$ cat src/rtl/pllseq_pkg.sv
package pllseq_pkg;

  localparam int WORD_W = 32;

  // Register map of the reconfiguration bank
  localparam int RA_MODE   = 'h00;
  localparam int RA_STATUS = 'h01;
  localparam int RA_LAUNCH = 'h02;
  localparam int RA_PREDIV = 'h03;
  localparam int RA_FBMUL  = 'h04;
  localparam int RA_OUTCNT = 'h05;
  localparam int RA_FRAC   = 'h07;
  localparam int RA_LOOPBW = 'h08;
  localparam int RA_PUMP   = 'h09;

  localparam int FIXED_STEPS = 7;  // steps other than output counters

  typedef enum logic [1:0] {
    S_IDLE,
    S_WRITE,
    S_POLL
  } seq_state_t;

  // Output counter word: index[22:18], odd[17], high[15:8], low[7:0]
  function automatic logic [WORD_W-1:0] pack_outcnt(
    input logic [4:0] idx,
    input logic       odd,
    input logic [7:0] hi,
    input logic [7:0] lo
  );
    return {9'd0, idx, odd, 1'b0, hi, lo};
  endfunction

endpackage

$ cat src/rtl/pllseq_step_table.sv
module pllseq_step_table
  import pllseq_pkg::*;
#(
  parameter int          ADDR_W   = 6,
  parameter int          NUM_C    = 2,
  parameter int          MODE_VAL = 1,
  parameter int          FB_MUL   = 36,
  parameter logic [31:0] FRAC_K   = 32'd1145324755,
  parameter int          PRE_DIV  = 4,
  parameter logic [8*NUM_C-1:0] C_HIGH = {8'd4, 8'd3},
  parameter logic [8*NUM_C-1:0] C_LOW  = {8'd4, 8'd3},
  parameter logic [NUM_C-1:0]   C_ODD  = '0,
  parameter int          BW_CODE  = 6,
  parameter int          CP_CODE  = 2,
  localparam int         N_STEPS  = FIXED_STEPS + NUM_C,
  localparam int         STEP_W   = $clog2(N_STEPS)
) (
  input  logic [STEP_W-1:0] idx,
  output logic [ADDR_W-1:0] addr,
  output logic [WORD_W-1:0] data
);

  logic [ADDR_W-1:0] t_addr [N_STEPS];
  logic [WORD_W-1:0] t_data [N_STEPS];

  assign t_addr[0] = ADDR_W'(RA_MODE);
  assign t_data[0] = WORD_W'(MODE_VAL);
  assign t_addr[1] = ADDR_W'(RA_FBMUL);
  assign t_data[1] = WORD_W'(FB_MUL);
  assign t_addr[2] = ADDR_W'(RA_FRAC);
  assign t_data[2] = FRAC_K;
  assign t_addr[3] = ADDR_W'(RA_PREDIV);
  assign t_data[3] = WORD_W'(PRE_DIV);

  for (genvar g = 0; g < NUM_C; g++) begin : g_outcnt
    assign t_addr[4+g] = ADDR_W'(RA_OUTCNT);
    assign t_data[4+g] = pack_outcnt(5'(g), C_ODD[g], C_HIGH[8*g +: 8], C_LOW[8*g +: 8]);
  end

  assign t_addr[4+NUM_C] = ADDR_W'(RA_LOOPBW);
  assign t_data[4+NUM_C] = WORD_W'(BW_CODE);
  assign t_addr[5+NUM_C] = ADDR_W'(RA_PUMP);
  assign t_data[5+NUM_C] = WORD_W'(CP_CODE);
  assign t_addr[6+NUM_C] = ADDR_W'(RA_LAUNCH);
  assign t_data[6+NUM_C] = WORD_W'(1);

  assign addr = t_addr[idx];
  assign data = t_data[idx];

endmodule

$ cat src/rtl/pllseq_poll_ctr.sv
module pllseq_poll_ctr #(
  parameter int  LIMIT = 1024,
  localparam int CNT_W = $clog2(LIMIT + 1)
) (
  input  logic clk,
  input  logic rst,
  input  logic clear,
  input  logic inc,
  output logic at_last
);

  logic [CNT_W-1:0] cnt;

  always_ff @(posedge clk) begin
    if (rst || clear) begin
      cnt <= '0;
    end else if (inc && !at_last) begin
      cnt <= cnt + 1'b1;
    end
  end

  assign at_last = (cnt == CNT_W'(LIMIT - 1));

  // The count of failed reads never passes the last permitted one
  p_cnt_range_r7: assert property (@(posedge clk) disable iff (rst)
    cnt <= CNT_W'(LIMIT - 1));

endmodule

$ cat src/rtl/pll_reconf_seq.sv
module pll_reconf_seq
  import pllseq_pkg::*;
#(
  parameter int          ADDR_W     = 6,
  parameter int          NUM_C      = 2,
  parameter int          POLL_LIMIT = 1024,
  parameter int          MODE_VAL   = 1,
  parameter int          FB_MUL     = 36,
  parameter logic [31:0] FRAC_K     = 32'd1145324755,
  parameter int          PRE_DIV    = 4,
  parameter logic [8*NUM_C-1:0] C_HIGH = {8'd4, 8'd3},
  parameter logic [8*NUM_C-1:0] C_LOW  = {8'd4, 8'd3},
  parameter logic [NUM_C-1:0]   C_ODD  = '0,
  parameter int          BW_CODE    = 6,
  parameter int          CP_CODE    = 2
) (
  input  logic              clk,
  input  logic              rst,
  input  logic              start,
  output logic [ADDR_W-1:0] avm_address,
  output logic              avm_write,
  output logic [31:0]       avm_writedata,
  output logic              avm_read,
  input  logic [31:0]       avm_readdata,
  input  logic              avm_waitrequest,
  output logic              busy,
  output logic              done,
  output logic              timeout
);

  localparam int N_STEPS = FIXED_STEPS + NUM_C;
  localparam int STEP_W  = $clog2(N_STEPS);
  localparam logic [STEP_W-1:0] LAST_STEP = STEP_W'(N_STEPS - 1);

  seq_state_t        state;
  logic [STEP_W-1:0] step;
  logic [STEP_W-1:0] tbl_idx;
  logic [ADDR_W-1:0] tbl_addr;
  logic [WORD_W-1:0] tbl_data;
  logic              poll_last;
  logic              accepted;
  logic              status_set;

  assign accepted   = !avm_waitrequest;
  assign status_set = avm_readdata[0];
  assign tbl_idx    = (state == S_IDLE) ? '0 : step + 1'b1;

  pllseq_step_table #(
    .ADDR_W(ADDR_W), .NUM_C(NUM_C), .MODE_VAL(MODE_VAL), .FB_MUL(FB_MUL),
    .FRAC_K(FRAC_K), .PRE_DIV(PRE_DIV), .C_HIGH(C_HIGH), .C_LOW(C_LOW),
    .C_ODD(C_ODD), .BW_CODE(BW_CODE), .CP_CODE(CP_CODE)
  ) u_table (
    .idx (tbl_idx),
    .addr(tbl_addr),
    .data(tbl_data)
  );

  pllseq_poll_ctr #(.LIMIT(POLL_LIMIT)) u_poll (
    .clk    (clk),
    .rst    (rst),
    .clear  (state != S_POLL),
    .inc    (state == S_POLL && accepted && !status_set),
    .at_last(poll_last)
  );

  always_ff @(posedge clk) begin
    if (rst) begin
      state         <= S_IDLE;
      step          <= '0;
      avm_address   <= '0;
      avm_write     <= 1'b0;
      avm_writedata <= '0;
      avm_read      <= 1'b0;
      busy          <= 1'b0;
      done          <= 1'b0;
      timeout       <= 1'b0;
    end else begin
      done <= 1'b0;
      case (state)
        S_IDLE: begin
          if (start) begin
            state         <= S_WRITE;
            step          <= '0;
            avm_address   <= tbl_addr;
            avm_writedata <= tbl_data;
            avm_write     <= 1'b1;
            busy          <= 1'b1;
            timeout       <= 1'b0;
          end
        end
        S_WRITE: begin
          if (accepted) begin
            if (step == LAST_STEP) begin
              state         <= S_POLL;
              avm_write     <= 1'b0;
              avm_read      <= 1'b1;
              avm_address   <= ADDR_W'(RA_STATUS);
              avm_writedata <= '0;
            end else begin
              step          <= step + 1'b1;
              avm_address   <= tbl_addr;
              avm_writedata <= tbl_data;
            end
          end
        end
        S_POLL: begin
          if (accepted && (status_set || poll_last)) begin
            state    <= S_IDLE;
            avm_read <= 1'b0;
            busy     <= 1'b0;
            done     <= status_set;
            timeout  <= !status_set;
          end
        end
        default: state <= S_IDLE;
      endcase
    end
  end

  // one request kind at a time, and only inside a run
  p_rw_excl_r11: assert property (@(posedge clk) disable iff (rst)
    !(avm_write && avm_read));
  p_req_in_run_r11: assert property (@(posedge clk) disable iff (rst)
    (avm_write || avm_read) |-> busy);

  // stalled requests keep their address and data
  p_hold_wr_r5: assert property (@(posedge clk) disable iff (rst)
    (avm_write && avm_waitrequest) |=>
      (avm_write && $stable(avm_address) && $stable(avm_writedata)));
  p_hold_rd_r5: assert property (@(posedge clk) disable iff (rst)
    (avm_read && avm_waitrequest) |=> (avm_read && $stable(avm_address)));

  // completion is a single-cycle pulse that ends the run
  p_done_pulse_r6: assert property (@(posedge clk) disable iff (rst)
    done |=> !done);
  p_done_idle_r6: assert property (@(posedge clk) disable iff (rst)
    done |-> (!busy && !avm_read));

  // success and timeout never report together
  p_no_both_r8: assert property (@(posedge clk) disable iff (rst)
    !(done && timeout));

  // a second start during a run does not restart the write stream
  p_no_restart_r10: assert property (@(posedge clk) disable iff (rst)
    (busy && start && avm_write && avm_waitrequest) |=> $stable(avm_address));

endmodule

$ cat config.mk
export PLATFORM = sky130hd
export DESIGN_NAME = pll_reconf_seq
export DESIGN_NICKNAME = d
export VERILOG_FILES = /design/src/rtl/pllseq_pkg.sv /design/src/rtl/pllseq_step_table.sv /design/src/rtl/pllseq_poll_ctr.sv /design/src/rtl/pll_reconf_seq.sv
export SDC_FILE = /design/constraint.sdc
export NUM_CORES = 1
export LEC_CHECK = 0
export BUFFER_PORTS_ARGS = -buffer_cell sky130_fd_sc_hd__buf_2
export CAP_MARGIN = 20
export CORE_MARGIN = 8
export CORE_UTILIZATION = 48
export DETAILED_ROUTE_END_ITERATION = 8
export HOLD_SLACK_MARGIN = 0.03
export PLACE_DENSITY = 0.79
export SLEW_MARGIN = 20
export SYNTH_ARGS = -nofsm -noshare
export SYNTH_HDL_FRONTEND = slang
export SYNTH_SLANG_ARGS = --single-unit
$ cat constraint.sdc
create_clock -name clk -period 2.6 [get_ports clk]
set_clock_uncertainty 0.1 [all_clocks]
set_input_delay 0.13 -clock clk [delete_from_list [all_inputs] [get_ports clk]]
set_output_delay 0.13 -clock clk [all_outputs]
set_load 0.005 [all_outputs]
-- Word-level counts from Yosys, hierarchy flattened
Memories as Yosys holds them, arrays and structs flattened.
Cells that the tools add are included.
- register bits after elaboration: 60
- latch bits: 0
- memory bits (writable): 0
- memory bits (read-only): 608
- input bits: 36
- output and inout port bits: 43
- word-level logic and storage cells: 82
- memories: 2
- add/subtract/negate cells: 2
- $mul: 0
- div/mod/pow operators: 0
- $lt $le $gt $ge: 1
- equal/unequal tests: 10
- shift-type cells: 0
- multiplexer cells: 34
- bitwise logic cells: 3
- reduce and logical (&&, ||, !) cells: 20
- memory list (memory ; depth ; width ; read ports ; clocked after Yosys merged registers in ; wr ports ; RTL line ; text):
    (name not given) ; 16 ; 32 ; 1 ; 0 ; 0 ; pllseq_step_table.sv:48 ; assign data = t_data[idx];
    (name not given) ; 16 ; 6 ; 1 ; 0 ; 0 ; pllseq_step_table.sv:47 ; assign addr = t_addr[idx];
- operators by type and width (kind ; count):
    $mux 32 ; 5
    $pmux 32 s2 ; 1
    $mux 6 ; 5
    $mux 4 ; 4
    $reduce_and 4->1 ; 4
    $pmux 6 s2 ; 1
    $add 11x1->11 const B ; 1
    $eq 11x10->1 const B ; 1
    $ne 2x2->1 const B ; 5
    $mux 1 ; 8
    $mux 2 ; 4
    $pmux 1 s2 ; 4
    $pmux 4 s2 ; 1
    $pmux 2 s3 ; 1
    $reduce_and 3->1 ; 2
    $reduce_bool 2->1 ; 3
    $ge 5x5->1 const B ; 1
    $not 4->5 ; 1
    $add 4x1->4 const B ; 1
    $eq 4x4->1 const B ; 1
    $logic_and 1x1->1 ; 4
    $logic_not 1->1 ; 3
    $reduce_or 3->1 ; 1
    $eq 2x1->1 const B ; 1
    other kinds (5) ; 7

-- Longest topological paths before layout
- depth in word-level cells: 9
- gate-level depth with buffers: 7
- gate-level depth less buffers: 6

-- By module
Synthesis repeated with hierarchy kept, for this count alone.
- cell total of the unflattened synthesis: 357
- area total of the unflattened synthesis: 2935.3 um2
- by module, submodules not included (module ; instances ; cells an instance ; area each (um2)):
    pll_reconf_seq ; 1 ; 240 ; 1969.4
    pllseq_poll_ctr ; 1 ; 62 ; 539.3
    pllseq_step_table ; 1 ; 55 ; 426.7

-- Worst setup path after synthesis
OpenSTA, ideal clock, no wires.
- path type: reg2reg
- from: register step[0]
- to: register avm_writedata[2]
- setup time: 0.071 ns
- arrival time: 1.854 ns
- setup slack: 0.576 ns
- stages on the path, launching flop included: 8
- buffers on the path: 1
- clock period less this slack: 2.024 ns
- path through: dfxtp_1 -> clkbuf_1 -> inv_1 -> ha_1 -> and3b_1 -> a221oi_2 -> o2111ai_1 -> a21oi_1
- longest elaborated chain between the ends: 9
- elaborated cells on any way between the ends: 11
- those cells by class: add/sub (1); eq/ne (1); mux (7); bitwise (1); memory (1)
- RTL lines (element ; RTL line ; text):
    from (decl) ; pll_reconf_seq.sv:36 ; logic [STEP_W-1:0] step;
    from (signal assigned) ; pll_reconf_seq.sv:100 ; step <= step + 1'b1;
    $add 4x1->4 ; pll_reconf_seq.sv:46 ; assign tbl_idx = (state == S_IDLE) ? '0 : step + 1'b1;
    $mux 4 ; pll_reconf_seq.sv:46 ;
    $not 4->5 (not written as such) ; pllseq_step_table.sv:48 ;
    $mem_v2 16x32 ; - ;
    $mux 32 (not written as such) (2 in a row) ; pllseq_step_table.sv:48 ;
    $mux 32 ; pll_reconf_seq.sv:93 ; if (step == LAST_STEP) begin
    $mux 32 ; pll_reconf_seq.sv:92 ; if (accepted) begin
    $pmux 32 s2 (*) ; pll_reconf_seq.sv:79 ; case (state)
    to (signal assigned) ; pll_reconf_seq.sv:85 ; avm_writedata <= tbl_data;
    to (signal assigned) ; pll_reconf_seq.sv:102 ; avm_writedata <= tbl_data;
    to (decl) ; pll_reconf_seq.sv:22 ; output logic [31:0] avm_writedata,
Mark *: on every way between the ends. The rest lies on a longest branch, timed or not. The select of a mux whose other input is x is not followed.
A chain may end at the register's enable or synchronous reset.

-- Worst setup path after layout
- from: register state[1]
- to: register u_poll.cnt[9]
- longest elaborated chain between the ends: 4
- elaborated cells on any way between the ends: 6
- those cells by class: eq/ne (2); reduce/logical (4)
- RTL lines (element ; RTL line ; text):
    from (decl) ; pll_reconf_seq.sv:35 ; seq_state_t state;
    from (signal assigned) ; pll_reconf_seq.sv:68 ; state <= S_IDLE;
    from (signal assigned) ; pll_reconf_seq.sv:82 ; state <= S_WRITE;
    from (signal assigned) ; pll_reconf_seq.sv:94 ; state <= S_POLL;
    $eq 2x2->1 ; pll_reconf_seq.sv:62 ; .inc (state == S_POLL && accepted && !status_set),
    $logic_and 1x1->1 (2 in a row) ; pll_reconf_seq.sv:62 ;
    $logic_and 1x1->1 ; pllseq_poll_ctr.sv:17 ; end else if (inc && !at_last) begin
    to (signal assigned) ; pllseq_poll_ctr.sv:18 ; cnt <= cnt + 1'b1;
    to (decl) ; pllseq_poll_ctr.sv:12 ; logic [CNT_W-1:0] cnt;
Several ways; a longest one is shown, not always the timed one.

==> flow_metrics.tcl <==
set metrics [dict create \
    yosys.area.top_type "dfxtp_1" \
    htreeDepth 2 \
    ys_seq_area_share_pct 34.42 \
    coreArea_sq_um 3914 \
    cp-start-kind "register" \
    reg2reg_depth 5 \
    antenna_found_initial 0 \
    syn_to_final_growth_pct 5.541 \
    dr.pass1.iters 4 \
    final_area_sq_um 2026 \
    finalHoldViolCount 0 \
    end_kind "register" \
    yosysUniqueCellTypes 48 \
    viasPerCell 5.390 \
    synth-seq-cells 33 \
    numPortBuffers 28 \
    maxCapViolCount 0 \
    numClockSinks 33 \
    async_flop_share_pct 0 \
    tightest_slew_ns 0.6036 \
    via_count 1574 \
    final_common_cell "dfxtp_1" \
    wl_met2_um 1944 \
    ys_top_cells_by_area "dfxtp_1 (34%), buf_4 (12%), a21oi_1 (5.7%), nand3b_1 (3.1%), o21ai_0 (2.6%)" \
    routed_wirelength_um 3888 \
    min_to "busy$_SDFFE_PP0P_" \
    rsz0062_at_grt "false" \
    grt_pass1_vias 1438 \
    synthFlopType "dfxtp_1" \
    synth_top_area_share_pct 34.42 \
    power.density_nw_per_um2 498.7 \
    slew_headroom_pct 59.76 \
    hold_depth 3 \
    nets 281 \
    syn_area_sq_um 1919 \
    min_path_type "in -> reg" \
    drc 0 \
    placedCellCount 284 \
    wl_met3_um 151 \
    setup.worst_path.class "reg -> reg" \
    hold_start "start" \
    fin_crit_ns 2.020 \
    crit_slowest_cell "dfxtp_1" \
    grt.overflow.total 0 \
    fp.dieH_um 79.24 \
    drive_gt1_share_pct 18.60 \
    cts-resized-gates 0 \
    cp.arrival_ns 2.14 \
    tns_ns 0 \
    status "finished clean" \
    wl_met1_um 1722 \
    antenna_cells 0 \
    grt_pass1_wl_um 6486 \
    globalplace.congestion 0.7815 \
    path_cells "nor4b_4, o31ai_2, buf_4, or4_1, a21oi_1" \
    clkSlewWorstSetupHoldPaths_ns 0.07 \
    rows 23 \
    setup_violations 0 \
    timing.final.crit_share_pct 77.70 \
    post-dp-hpwl_um 2810 \
    synth_area_per_cell_sq_um 8.455 \
    clk_path_buf_depth 2 \
    die_w_um 79.24 \
    synthCells 227 \
    r2r-end "u_poll.cnt[9]$_SDFFE_PP0P_" \
    drt_iter0_drc 198 \
    antenna_left 0 \
    max_freq_mhz 495.0 \
    dieArea_sq_um 6278 \
    reg2reg_from "state[1]$_SDFFE_PP0P_" \
    cts-root-buf "clkbuf_8" \
    cp.required_ns 2.72 \
    io_pins 79 \
    final_cells 292 \
    synth-edff-count 0 \
    fillers 385 \
    clock_latency_ns 0.28 \
    crit_fanout 17 \
    grt_use_total_pct 12.51 \
    final_cell_mix "dfxtp_1 (33), buf_2 (28), a21oi_1 (22)" \
    cts_tree "done" \
    power_leakage_nw 0.7679 \
    maxSlewViolCount 0 \
    vdd_drop_max_v 0.0002367 \
    cts_buffers 5 \
    place_area_sq_um 1929 \
    ys_warn_count 0 \
    wl_per_cell_um 13.32 \
    start_util_pct 49.04 \
    dr.max_layer_used "met4" \
    slowest_delay_ns 0.59 \
    grt_max_degree 25 \
    reg2reg_slack_ns 0.58 \
]
## layer usage
metal	track usage, %	up-vias
met5	0	-
met4	6.111	0
met3	3.160	8
met2	21.45	24
met1	14.10	746
li1	-	796
## what timing repair did
item                      in CTS  in global routing
hold endpoints to repair       1                  0
setup buffers                  0                  0
hold buffers                   1                  0
## power by group
group	leakage, nW	switching [mW]	internal [mW]
registers	0.267	0.0102	0.517
logic	0.456	0.0625	0.0352
clock network	0.0443	0.176	0.210
## cell families after synthesis
| kind of cell | count (synthesis) | synth area share, % |
|---|---|---|
| DFF | 33 | 34.42 |
| muxes | 2 | 1.043 |
| AOI/OAI and AO/OA | 60 | 20.67 |
| other | 1 | 0.1954 |
| buffers and inverters | 47 | 15.51 |
| and+or+nand+nor | 76 | 22.88 |
| adders and majority gates | 4 | 2.477 |
| xor gates and xnor gates | 4 | 2.804 |
## per-stage QoR
stage          worst slack, ns  power [mW]  hold slack, ns  utilization, %
2_1_floorplan           0.5755      0.6270          0.1695               -
3_3_place_gp            0.6034      0.6311          0.3198           49.30
3_5_place_dp            0.5966      0.6330          0.3290           49.30
4_1_cts                 0.5796       1.017         0.05950           51.76
5_1_grt                 0.4241       1.057         0.06442           51.76
6_report                0.5797       1.010         0.06999           51.76
## how the worst max path moves through the flow
stage	from	to	depth (start not counted)
floorplan	step[0]$_SDFFE_PP0P_	avm_writedata[2]$_SDFFE_PP0P_	7
global placement	state[1]$_SDFFE_PP0P_	u_poll.cnt[9]$_SDFFE_PP0P_	5
detailed placement	state[1]$_SDFFE_PP0P_	u_poll.cnt[9]$_SDFFE_PP0P_	5
CTS	state[1]$_SDFFE_PP0P_	u_poll.cnt[9]$_SDFFE_PP0P_	5
global route	state[1]$_SDFFE_PP0P_	u_poll.cnt[9]$_SDFFE_PP0P_	5
finish	state[1]$_SDFFE_PP0P_	u_poll.cnt[9]$_SDFFE_PP0P_	5
## flip-flops by register name, summed over array words and instances, names as in the netlist
signal,count
u_poll.cnt,11
avm_writedata,7
avm_address,4
step,4
state,2
avm_read,1
avm_write,1
busy,1
done,1
timeout,1
## cell usage after synthesis (3+ instances only)
| master | count |
|---|---|
| dfxtp_1 | 33 |
| a211oi_1 | 3 |
| or4_1 | 4 |
| nor2_1 | 11 |
| nand2_1 | 13 |
| o2111ai_1 | 3 |
| a21oi_1 | 22 |
| or2_2 | 3 |
| or3_1 | 4 |
| o21ai_0 | 10 |
| inv_1 | 6 |
| nand3b_1 | 8 |
| nand2b_1 | 5 |
| buf_4 | 30 |
| nand3_1 | 8 |
| o31ai_1 | 6 |
| clkbuf_1 | 9 |
| nor3_1 | 7 |
| ha_1 | 3 |
## final cells by class
| cell class | count | area [sq um] | share of cell area, % |
|---|---|---|---|
| sequential | 33 | 660.6 | 32.61 |
| tap | 50 | 62.56 | 3.088 |
| multi-input combinational | 165 | 1028 | 50.77 |
| timing repair buffer | 31 | 165.2 | 8.153 |
| clock buffer | 7 | 86.33 | 4.262 |
| inverter | 6 | 22.52 | 1.112 |
## worst max-delay path: cells and delay by family, from the launching register on
family                 cells  cell delay, ns
buffers and inverters      1            0.19
AO/OA/AOI/OAI              2            0.24
flip-flops                 1            0.59
AND/OR/NAND/NOR            2            0.83
(Power assumes the default switching activity.)
